--- config.mk ---
export PLATFORM = sky130hd
export DESIGN_NAME = wave_timer
export DESIGN_NICKNAME = d
export VERILOG_FILES = /design/src/rtl/wtimer_pkg.sv /design/src/rtl/wt_counter.sv /design/src/rtl/wt_chan.sv /design/src/rtl/wave_timer.sv
export SDC_FILE = /design/constraint.sdc
export NUM_CORES = 1
export LEC_CHECK = 0
export CAP_MARGIN = 40
export CORE_ASPECT_RATIO = 1.25
export CORE_MARGIN = 2
export CORE_UTILIZATION = 35
export CTS_BUF_LIST = sky130_fd_sc_hd__clkbuf_2
export CTS_CLUSTER_DIAMETER = 30
export DETAILED_ROUTE_END_ITERATION = 8
export GPL_TIMING_DRIVEN = 0
export PLACE_DENSITY = 0.62
export SLEW_MARGIN = 10
export SYNTH_ARGS = -nofsm -noshare
export SYNTH_HDL_FRONTEND = slang
export SYNTH_SLANG_ARGS = --single-unit
--- constraint.sdc ---
create_clock -name clk -period 4.62 [get_ports clk]
set_input_delay 0.924 -clock clk [delete_from_list [all_inputs] [get_ports clk]]
set_output_delay 0.924 -clock clk [all_outputs]
set_load 0.05 [all_outputs]
--- src/rtl/wtimer_pkg.sv ---
package wtimer_pkg;
  typedef enum logic [2:0] {FAM_NORM, FAM_CTC, FAM_FAST, FAM_PC, FAM_PFC, FAM_RSV} fam_e;
  typedef enum logic [1:0] {TOPS_FIXED, TOPS_CMPA, TOPS_CAP} topsel_e;

  typedef struct packed {
    fam_e       fam;
    topsel_e    tsel;
    logic [1:0] fixw;   // 0: full range, 1..3: 8/9/10-bit
    logic       tog_a;  // code 01 toggles channel A in PWM
  } mode_t;

  localparam logic [2:0] A_CTRL  = 3'd0;
  localparam logic [2:0] A_CMPA  = 3'd1;
  localparam logic [2:0] A_CMPB  = 3'd2;
  localparam logic [2:0] A_TOPR  = 3'd3;
  localparam logic [2:0] A_CNT   = 3'd4;
  localparam logic [2:0] A_FORCE = 3'd5;
  localparam logic [2:0] A_CLR   = 3'd6;

  function automatic mode_t decode_mode(input logic [3:0] m);
    mode_t d;
    d = '{fam: FAM_NORM, tsel: TOPS_FIXED, fixw: 2'd0, tog_a: 1'b0};
    case (m)
      4'd0:               ;
      4'd1, 4'd2, 4'd3:   begin d.fam = FAM_PC;   d.fixw = m[1:0]; end
      4'd4:               begin d.fam = FAM_CTC;  d.tsel = TOPS_CMPA; end
      4'd5, 4'd6, 4'd7:   begin d.fam = FAM_FAST; d.fixw = m[1:0]; end
      4'd8:               begin d.fam = FAM_PFC;  d.tsel = TOPS_CAP; end
      4'd9:               begin d.fam = FAM_PFC;  d.tsel = TOPS_CMPA; d.tog_a = 1'b1; end
      4'd10:              begin d.fam = FAM_PC;   d.tsel = TOPS_CAP; end
      4'd11:              begin d.fam = FAM_PC;   d.tsel = TOPS_CMPA; d.tog_a = 1'b1; end
      4'd12:              begin d.fam = FAM_CTC;  d.tsel = TOPS_CAP; end
      4'd13:              d.fam = FAM_RSV;
      4'd14:              begin d.fam = FAM_FAST; d.tsel = TOPS_CAP;  d.tog_a = 1'b1; end
      default:            begin d.fam = FAM_FAST; d.tsel = TOPS_CMPA; d.tog_a = 1'b1; end
    endcase
    return d;
  endfunction
endpackage

--- src/rtl/wt_counter.sv ---
module wt_counter
  import wtimer_pkg::*;
#(
  parameter int CW = 16
) (
  input  logic          clk,
  input  logic          rst,
  input  logic          tick_i,
  input  fam_e          fam_i,
  input  logic [CW-1:0] top_i,
  input  logic          load_i,
  input  logic [CW-1:0] load_val_i,
  input  logic          dir_rst_i,
  output logic [CW-1:0] cnt_o,
  output logic          up_o,
  output logic          adv_o,
  output logic          wrap_evt_o,
  output logic          top_evt_o,
  output logic          bot_evt_o,
  output logic          ovf_evt_o
);
  localparam logic [CW-1:0] MAXV = '1;
  localparam logic [CW-1:0] ONE  = CW'(1);

  logic single, dual;

  always_comb begin
    single     = (fam_i == FAM_NORM) || (fam_i == FAM_CTC) || (fam_i == FAM_FAST);
    dual       = (fam_i == FAM_PC) || (fam_i == FAM_PFC);
    adv_o      = tick_i && !load_i && (fam_i != FAM_RSV);
    wrap_evt_o = adv_o && single && ((cnt_o == top_i) || (cnt_o == MAXV));
    top_evt_o  = adv_o && dual && up_o && (cnt_o >= top_i);
    bot_evt_o  = adv_o && dual && !up_o && (cnt_o == '0);
    ovf_evt_o  = wrap_evt_o || (adv_o && dual && !up_o && (cnt_o == ONE));
  end

  always_ff @(posedge clk) begin
    if (rst) begin
      cnt_o <= '0;
      up_o  <= 1'b1;
    end else begin
      if (load_i) begin
        cnt_o <= load_val_i;
      end else if (adv_o && single) begin
        cnt_o <= wrap_evt_o ? '0 : cnt_o + ONE;
      end else if (adv_o && dual) begin
        if (up_o) begin
          if (cnt_o >= top_i) begin
            up_o  <= 1'b0;
            cnt_o <= (cnt_o == '0) ? '0 : cnt_o - ONE;
          end else begin
            cnt_o <= cnt_o + ONE;
          end
        end else if (cnt_o == '0) begin
          up_o  <= 1'b1;
          cnt_o <= (top_i == '0) ? '0 : ONE;
        end else begin
          cnt_o <= cnt_o - ONE;
        end
      end
      if (dir_rst_i) up_o <= 1'b1;
    end
  end


  hold_chk: assert property (@(posedge clk) disable iff (rst)
    (!tick_i && !load_i) |=> (cnt_o == $past(cnt_o)));

  wrap_chk: assert property (@(posedge clk) disable iff (rst)
    wrap_evt_o |=> (cnt_o == '0));

  climb_chk: assert property (@(posedge clk) disable iff (rst)
    (adv_o && dual && up_o && (cnt_o < top_i)) |=> (cnt_o == $past(cnt_o) + ONE));
endmodule

--- src/rtl/wt_chan.sv ---
module wt_chan
  import wtimer_pkg::*;
#(
  parameter int CW   = 16,
  parameter bit IS_A = 1'b1
) (
  input  logic          clk,
  input  logic          rst,
  input  fam_e          fam_i,
  input  logic          tog_ok_i,
  input  logic [1:0]    com_i,
  input  logic          wr_i,
  input  logic [CW-1:0] wdata_i,
  input  logic          force_i,
  input  logic          adv_i,
  input  logic [CW-1:0] cnt_i,
  input  logic          up_i,
  input  logic          wrap_evt_i,
  input  logic          top_evt_i,
  input  logic          bot_evt_i,
  input  logic          clr_i,
  output logic [CW-1:0] act_o,
  output logic          wave_o,
  output logic          flag_o
);
  logic [CW-1:0] buf_q;
  logic oc_q, oc_n, match, pwm, upd, tog_en, conn;

  always_comb begin
    pwm    = (fam_i == FAM_FAST) || (fam_i == FAM_PC) || (fam_i == FAM_PFC);
    upd    = ((fam_i == FAM_FAST) && wrap_evt_i) || ((fam_i == FAM_PC) && top_evt_i) ||
             ((fam_i == FAM_PFC) && bot_evt_i);
    match  = adv_i && (cnt_i == act_o);
    tog_en = IS_A && tog_ok_i;
    conn   = (com_i != 2'b00) && (fam_i != FAM_RSV) && !(pwm && (com_i == 2'b01) && !tog_en);
    oc_n   = oc_q;
    case (fam_i)
      FAM_NORM, FAM_CTC: begin
        if (force_i || match) begin
          case (com_i)
            2'b01:   oc_n = !oc_q;
            2'b10:   oc_n = 1'b0;
            2'b11:   oc_n = 1'b1;
            default: oc_n = oc_q;
          endcase
        end
      end
      FAM_FAST: begin
        if (com_i == 2'b01) begin
          if (tog_en && match) oc_n = !oc_q;
        end else if (com_i[1]) begin
          if (wrap_evt_i)  oc_n = !com_i[0];
          else if (match) oc_n = com_i[0];
        end
      end
      FAM_PC, FAM_PFC: begin
        if (com_i == 2'b01) begin
          if (tog_en && match) oc_n = !oc_q;
        end else if (com_i[1] && match) begin
          oc_n = up_i ? com_i[0] : !com_i[0];
        end
      end
      default: oc_n = oc_q;
    endcase
  end

  assign wave_o = oc_q && conn;

  always_ff @(posedge clk) begin
    if (rst) begin
      oc_q   <= 1'b0;
      flag_o <= 1'b0;
      buf_q  <= '0;
      act_o  <= '0;
    end else begin
      oc_q <= oc_n;
      if (match)      flag_o <= 1'b1;
      else if (clr_i) flag_o <= 1'b0;
      if (upd) act_o <= buf_q;
      if (wr_i) begin
        buf_q <= wdata_i;
        if (!pwm) act_o <= wdata_i;
      end
    end
  end


  flag_src_chk: assert property (@(posedge clk) disable iff (rst)
    $rose(flag_o) |-> $past(match));

  force_pwm_chk: assert property (@(posedge clk) disable iff (rst)
    (pwm && force_i && !adv_i) |=> $stable(oc_q));
endmodule

--- src/rtl/wave_timer.sv ---
module wave_timer
  import wtimer_pkg::*;
#(
  parameter int CW = 16,
  parameter int AW = 3
) (
  input  logic          clk,
  input  logic          rst,
  input  logic          tick,
  input  logic          wr_en,
  input  logic [AW-1:0] wr_addr,
  input  logic [CW-1:0] wr_data,
  output logic [CW-1:0] count_o,
  output logic          wave_a_o,
  output logic          wave_b_o,
  output logic          flag_a_o,
  output logic          flag_b_o,
  output logic          flag_ovf_o
);
  localparam int NCH = 2;

  logic [7:0]    ctrl_q;
  logic [CW-1:0] topr_q, top_v, top_fix;
  mode_t         md;
  logic          load, dir_rst, up, adv, wrap_evt, top_evt, bot_evt, ovf_evt;
  logic [CW-1:0] act   [NCH];
  logic [NCH-1:0] wave, flag;

  always_comb begin
    md      = decode_mode(ctrl_q[3:0]);
    load    = wr_en && (wr_addr == AW'(A_CNT));
    dir_rst = wr_en && (wr_addr == AW'(A_CTRL));
    top_fix = (md.fixw == 2'd0) ? '1 : CW'((32'd1 << (32'(md.fixw) + 32'd7)) - 32'd1);
    case (md.tsel)
      TOPS_CMPA: top_v = act[0];
      TOPS_CAP:  top_v = topr_q;
      default:   top_v = top_fix;
    endcase
  end

  always_ff @(posedge clk) begin
    if (rst) begin
      ctrl_q     <= '0;
      topr_q     <= '0;
      flag_ovf_o <= 1'b0;
    end else begin
      if (dir_rst) ctrl_q <= wr_data[7:0];
      if (wr_en && (wr_addr == AW'(A_TOPR))) topr_q <= wr_data;
      if (ovf_evt) flag_ovf_o <= 1'b1;
      else if (wr_en && (wr_addr == AW'(A_CLR)) && wr_data[2]) flag_ovf_o <= 1'b0;
    end
  end

  wt_counter #(.CW(CW)) i_cnt (
    .clk(clk), .rst(rst), .tick_i(tick), .fam_i(md.fam), .top_i(top_v),
    .load_i(load), .load_val_i(wr_data), .dir_rst_i(dir_rst),
    .cnt_o(count_o), .up_o(up), .adv_o(adv), .wrap_evt_o(wrap_evt),
    .top_evt_o(top_evt), .bot_evt_o(bot_evt), .ovf_evt_o(ovf_evt)
  );

  for (genvar g = 0; g < NCH; g++) begin : g_ch
    wt_chan #(.CW(CW), .IS_A(g == 0)) i_ch (
      .clk(clk), .rst(rst), .fam_i(md.fam), .tog_ok_i(md.tog_a),
      .com_i(ctrl_q[4+2*g +: 2]),
      .wr_i(wr_en && (wr_addr == AW'(32'(A_CMPA) + g))),
      .wdata_i(wr_data),
      .force_i(wr_en && (wr_addr == AW'(A_FORCE)) && wr_data[g]),
      .adv_i(adv), .cnt_i(count_o), .up_i(up),
      .wrap_evt_i(wrap_evt), .top_evt_i(top_evt), .bot_evt_i(bot_evt),
      .clr_i(wr_en && (wr_addr == AW'(A_CLR)) && wr_data[g]),
      .act_o(act[g]), .wave_o(wave[g]), .flag_o(flag[g])
    );
  end

  assign wave_a_o = wave[0];
  assign wave_b_o = wave[1];
  assign flag_a_o = flag[0];
  assign flag_b_o = flag[1];


  rsv_hold_chk: assert property (@(posedge clk) disable iff (rst)
    ((md.fam == FAM_RSV) && !load) |=> $stable(count_o));

  ovf_set_chk: assert property (@(posedge clk) disable iff (rst)
    (wrap_evt && !dir_rst) |=> flag_ovf_o);
endmodule

==> results.yml, run 1 <==
sta:
  max_freq_mhz: 230
  period_share: 0.942
  finClkSkew_ns: 0.0446
  worstMarginPinSlew_ns: 0.912
  tns_ns: 0
  whs_ns: 0.475
  slew_headroom: 0.392
  slew_violations: 0
  timing.final.crit_period_ns: 4.35
  finalHoldViolations: 0
  rsz0062_at_grt: "no"
  setup_viol: 0
routing:
  wl_microns: 27500
  drc_errors: 0
  drtIter0Drc: 774
  route.met3.wl_microns: 2010
  met1Wirelength_microns: 11400
  first_pass_iters: 6
  dr_wl_met2_microns: 12200
  ant_nets: 0
  dr_total_vias: 7763
  via_per_inst: 5.99
  routedWlPerCell_microns: 21.3
  highest_layer: "met4"
final_layout:
  fin_cells: 1296
  layout_common_cells: "nand2_1, dfxtp_1, nor2_1, a21oi_1, clkbuf_1"
  layout_commonest_cell: "nand2_1"
  nFillCells: 2173
  area_delta_synth_final_pct: 13.6
  nets: 1071
  drive_above_1_share: 0.0693
  utilization: 0.404
placed_design:
  port_buffers: 37
  dpl.cell_count: 1279
  place_congestion: 0.979
  dp.final_hpwl_microns: 20600
clock_network:
  cts_root_buf: "clkbuf_2"
  cts_tree: "built"
  path_clk_slew_ns: 0.34
  cts_htree_levels: 3
  worstSkewPairLatency_ns: 0.66
  numCtsBuffers: 9
  hold_buffers: 0
  numClockSinks: 110
  cts_buffer_depth: 2
global_route:
  grt_pass1_vias: 7183
  grt_max_degree: 21
  grt_pass1_wl_microns: 42200
  antenna_found_initial: 1
  grt-ovfl-total: 0
  grtUsageTotal: 0.255
worst_setup_path:
  r2r_end: "i_cnt.cnt_o[15]"
  startpoint_type: "flop"
  crit_type: "reg -> reg"
  cp.arrival_ns: 4.86
  rrSetupSlack_ns: 0.27
  r2r-start: "ctrl_q[1]"
  cp_data_required_time_ns: 5.13
  worst_r2r_path_depth: 15
  cp-end-kind: "flop"
  critPathMaxFanout: 10
synthesis:
  yosys.area.top_type_share: 0.309
  post-synth-top-area-cell: "dfxtp_1"
  async_flop_share: 0
  synth_area_leaders: "dfxtp_1, nand2_1, a21oi_1"
  ys_ff_latch: 110
  synth_cells: 966
  synthFlopType: "dfxtp_1"
  ys_types: 72
  synth_edf_count: 0
  yosysWarningCount: 0
  synth_fp_nets: 1017
  ys_seq_area_frac: 0.309
  syn_area_sq_um: 7120
  avgSynthCellArea_sq_um: 7.37
pwr:
  combPwrFrac: 0.249
  power_density_nw_per_um2: 255
  seqPwrFrac: 0.503
  netSwitchingPower_mw: 0.754
  intPower_mw: 1.31
  leakage_nw: 2.78
  p_total_mw: 2.06
  peakVddDrop_mv: 0.110
  p_sw_frac: 0.366
  clockPowerShare: 0.248
min_path:
  hold_start: "topr_q[6]"
  hold_end: "topr_q[6]"
  hold_path_class: "reg -> reg"
  hold-path-cell-count: 2
floorplanning:
  start_util: 0.355
  die_h_microns: 163
  die_area_sq_um: 21500
  core_area_sq_um: 20000
  fp.dieW_microns: 132
  ioPinCount: 44
  rows: 58
run_status:
  status: "completed"
flow_run:
  drv_cap: 0
-- power by group through the flow --
stage	clock network (mW)	registers, mW	logic, mW
final	0.511	1.04	0.513
after global routing	0.549	1.04	0.551
after CTS	0.520	1.03	0.500
after detailed placement	0	1.05	0.497
after global placement	0	1.05	0.490
after floorplan	0	1.07	0.293
-- flip-flops by register name, indices dropped and copies added, names as in the netlist --
signal	flops
g_ch.i_ch.buf_q	32
topr_q	16
ctrl_q	8
g_ch.i_ch.flag_o	2
i_cnt.cnt_o	16
g_ch.i_ch.oc_q	2
g_ch.i_ch.act_o	32
i_cnt.up_o	1
flag_ovf_o	1
-- Yosys cell counts (5+ instances only) --
library cell and n:
a2111oi_0 5, a211o_1 7, a211oi_1 17, a21oi_1 89, a221oi_1 15, a31oi_1 5
and3_1 8, buf_1 6, clkbuf_1 60, dfxtp_1 110, ha_1 28, inv_1 17
mux2i_1 14, nand2_1 167, nand2b_1 7, nand3_1 17, nand4_1 20, nor2_1 102
nor2b_1 7, nor3_1 29, nor3b_1 6, nor4_1 30, o21ai_0 33, o221ai_1 10
o22ai_1 23, o2bb2ai_1 5, o31ai_1 6, or3_1 11, xnor2_1 39
-- critical path, stage by stage, from the launching register on --
cell       delay (ns)
dfxtp_1          0.44
clkbuf_2         0.22
nor2b_4          0.20
buf_2            0.24
buf_2            0.26
nor3_1           0.07
o31ai_1          0.28
nand2_1          0.18
ha_1             0.30
nand4_1          0.14
or2_2            0.33
a211o_1          0.22
and4_1           0.29
a21oi_4          0.41
a22oi_1          0.15
a2111oi_0        0.47
-- metal layers --
| layer | vias up | global-route usage |
|---|---|---|
| li1 | 3628 | - |
| met1 | 3605 | 0.324 |
| met2 | 401 | 0.411 |
| met3 | 129 | 0.0320 |
| met4 | 0 | 0.165 |
| met5 | - | 0 |
-- cells by family after synthesis --
| family | count (synthesis) | synth area share |
|---|---|---|
| compound gates | 254 | 0.233 |
| xor+xnor | 42 | 0.0517 |
| fa+ha+maj | 28 | 0.0492 |
| buf+inv | 90 | 0.0519 |
| flops | 110 | 0.309 |
| mux | 15 | 0.0213 |
| simple gates | 427 | 0.284 |
-- through the flow --
step | cell area, sq um | setup slack (ns)
final | 8090 | 0.270
after global routing | 8090 | 0.0456
after CTS | 8020 | 0.0162
after detailed placement | 7850 | -0.244
after global placement | 7820 | -0.213
after floorplan | 7120 | 0.693
-- layout make-up --
| type | count | area [sq um] | share of cell area |
|---|---|---|---|
| antenna | 1 | 2.50 | 0.000309 |
| buffer | 67 | 292 | 0.0361 |
| clock buffer | 9 | 45.0 | 0.00557 |
| clock inverter | 7 | 92.6 | 0.0114 |
| inverter | 18 | 71.3 | 0.00882 |
| multi-input combinational | 766 | 4600 | 0.569 |
| sequential | 110 | 2200 | 0.273 |
| tap | 270 | 338 | 0.0418 |
| timing repair buffer | 48 | 438 | 0.0542 |
-- what timing repair did --
action	4_1_cts	5_1_grt
endpoints found under the hold margin	0	0
gates resized for setup	10	19
endpoints found under the setup margin	43	50
pin swaps	0	1
buffers inserted	0	5
-- worst max path at each step --
| stage | from | endpoint | cells after the start |
|---|---|---|---|
| after floorplan | ctrl_q[3] | i_cnt.cnt_o[3] | 20 |
| after global placement | ctrl_q[3] | g_ch[1].i_ch.oc_q | 17 |
| after detailed placement | ctrl_q[2] | g_ch[1].i_ch.oc_q | 15 |
| after CTS | ctrl_q[2] | i_cnt.cnt_o[6] | 17 |
| after global routing | ctrl_q[1] | g_ch[1].i_ch.oc_q | 16 |
| final | ctrl_q[1] | i_cnt.cnt_o[15] | 15 |
Note: power is estimated with default switching activity, not from simulation.
==> inputs of run 2 (changes only) <==
CELL_PAD_IN_SITES_DETAIL_PLACEMENT = 1   (was not set)
CELL_PAD_IN_SITES_GLOBAL_PLACEMENT = 2   (was not set)
PLACE_DENSITY = 0.9   (was 0.62)
==> run 2 against run 1 <==
Against the previous run: non-clock buffer count grew 1; total power is 1.1% lower; utilization about the same; largest power group unchanged; final cell count hardly changed; count of clock-buffer cells in the layout did not move; clock skew fell by 0.0030 ns; highest routed layer unchanged; critical endpoint is now g_ch[0].i_ch.act_o[7].
==> results.yml, run 2 (synthesis gave the netlist of run 1 again) <==
global_route:
  grt_pass1_vias: 7707
  grt-ovfl-total: 0
  grt_max_degree: 20
  antenna_found_initial: 1
  grtUsageTotal: 0.280
  grt_pass1_wl_microns: 45900
sta:
  period_share: 0.951
  slew_headroom: 0.375
  max_freq_mhz: 228
  rsz0062_at_grt: "no"
  fin_ws_ns: 0.227
  tns_ns: 0
  slew_violations: 0
  worstMarginPinSlew_ns: 0.937
  whs_ns: 0.475
  setup_viol: 0
  finalHoldViolations: 0
  finClkSkew_ns: 0.0416
  timing.final.crit_period_ns: 4.39
floorplanning:
  fp.dieW_microns: 132
  rows: 58
  ioPinCount: 44
  die_h_microns: 163
  start_util: 0.355
  die_area_sq_um: 21500
  core_area_sq_um: 20000
pwr:
  power_density_nw_per_um2: 252
  p_total_mw: 2.04
  leakage_nw: 2.77
  peakVddDrop_mv: 0.101
final_layout:
  nets: 1072
  nFillCells: 2572
  drive_above_1_share: 0.0750
  reg.largest.list: "g_ch.i_ch.act_o x32, g_ch.i_ch.buf_q x32"
  seq_area_sq_um: 2210
  layout_common_cells: "nand2_1, dfxtp_1, nor2_1, a21oi_1, clkbuf_1"
  multiInputGateArea_sq_um: 4600
  layout_commonest_cell: "nand2_1"
  area_delta_synth_final_pct: 13.6
clock_network:
  numClockSinks: 110
  cts_buffer_depth: 2
  cts_tree: "built"
  path_clk_slew_ns: 0.35
  hold_buffers: 0
  cts_root_buf: "clkbuf_2"
  numCtsBuffers: 9
  cts_htree_levels: 3
  worstSkewPairLatency_ns: 0.70
placed_design:
  post-place-ws_ns: -0.419
  place_congestion: 0.927
  dp.final_hpwl_microns: 22500
  port_buffers: 37
flow_run:
  drv_cap: 0
worst_setup_path:
  cp_data_required_time_ns: 5.24
  cp.arrival_ns: 5.01
  r2r-start: "ctrl_q[0]"
  crit_type: "reg -> reg"
  startpoint_type: "flop"
  critPathMaxFanout: 10
  cp-end-kind: "flop"
  r2r_end: "g_ch[0].i_ch.act_o[7]"
  rrSetupSlack_ns: 0.23
  worst_r2r_path_depth: 17
routing:
  drtIter0Drc: 763
  wl_microns: 30000
  ant_nets: 0
  drc_errors: 0
  routedWlPerCell_microns: 23.1
  first_pass_iters: 7
  via_per_inst: 6.01
  dr_total_vias: 7800
min_path:
  hold_path_class: "reg -> reg"
  hold-path-cell-count: 2
  hold_end: "topr_q[11]"
  hold_start: "topr_q[11]"
run_status:
  status: "completed"
## run 2: cell count changes in the layout (fill, tap and decap cells not counted), sizes merged
| cell | change |
|---|---|
| buf | -2 |
| clkbuf | +2 |
| clkinvlp | +1 |
| clkdlybuf4s18 | +1 |
| bufinv | -1 |
## run 2: worst max path at each step
stage	slack (ns)	to	from
floorplan	0.69	i_cnt.cnt_o[3]	ctrl_q[3]
global placement	-0.32	i_cnt.cnt_o[6]	ctrl_q[2]
detailed placement	-0.42	i_cnt.cnt_o[15]	ctrl_q[2]
CTS	0.006	i_cnt.cnt_o[15]	ctrl_q[1]
global route	0.01	i_cnt.cnt_o[6]	ctrl_q[3]
finish	0.23	g_ch[0].i_ch.act_o[7]	ctrl_q[0]
## run 2: power by group
group	switching (mW)	internal (mW)
logic	0.342	0.180
registers	0.0517	0.986
clock network	0.395	0.0809
total	0.789	1.25
## run 2: area by class of cell
cell class | instances | share of cell area
repair buffers | 48 | 0.0551
clock buffers | 9 | 0.00557
diodes | 1 | 0.000310
inverters | 18 | 0.00883
flip-flops and latches | 110 | 0.274
well taps | 270 | 0.0418
clock inverters | 7 | 0.00712
plain buffers | 68 | 0.0378
multi-input cells | 766 | 0.570
## run 2: metrics by stage
| step | cells | utilization | area (sq um) |
|---|---|---|---|
| after detailed placement | 1280 | 0.393 | 7870 |
| final | 1297 | 0.403 | 8080 |
| after global routing | 1297 | 0.403 | 8080 |
| after global placement | 1273 | 0.391 | 7820 |
| after CTS | 1293 | 0.399 | 8000 |
| after floorplan | 966 | - | 7120 |
## run 2: repair_timing
item                                    in CTS  in global routing
pin swaps                                    0                  0
setup buffers                                0                  4
endpoints found under the setup margin      50                 50
resized for setup                           13                 30
## run 2: routing by layer
metal  GRT usage  wire length, microns  up-vias
met1       0.349                 12900     3809
met3      0.0413                  1500       84
met4       0.138                  1360        0
met5           0                     0        -
met2       0.472                 14200      298
li1            -                     -     3609
## run 2: worst max-delay path, cell delays in order, from the launching register on
cell	delay, ns
dfxtp_1	0.49
nor2b_1	0.35
inv_1	0.11
ha_1	0.28
inv_1	0.13
a22oi_2	0.15
a221oi_1	0.46
ha_1	0.35
nand4_1	0.13
nor3_1	0.06
o21bai_1	0.13
and4_1	0.17
clkbuf_1	0.38
a21bo_2	0.36
nand2_8	0.14
buf_12	0.19
mux2i_1	0.11
a211oi_1	0.27
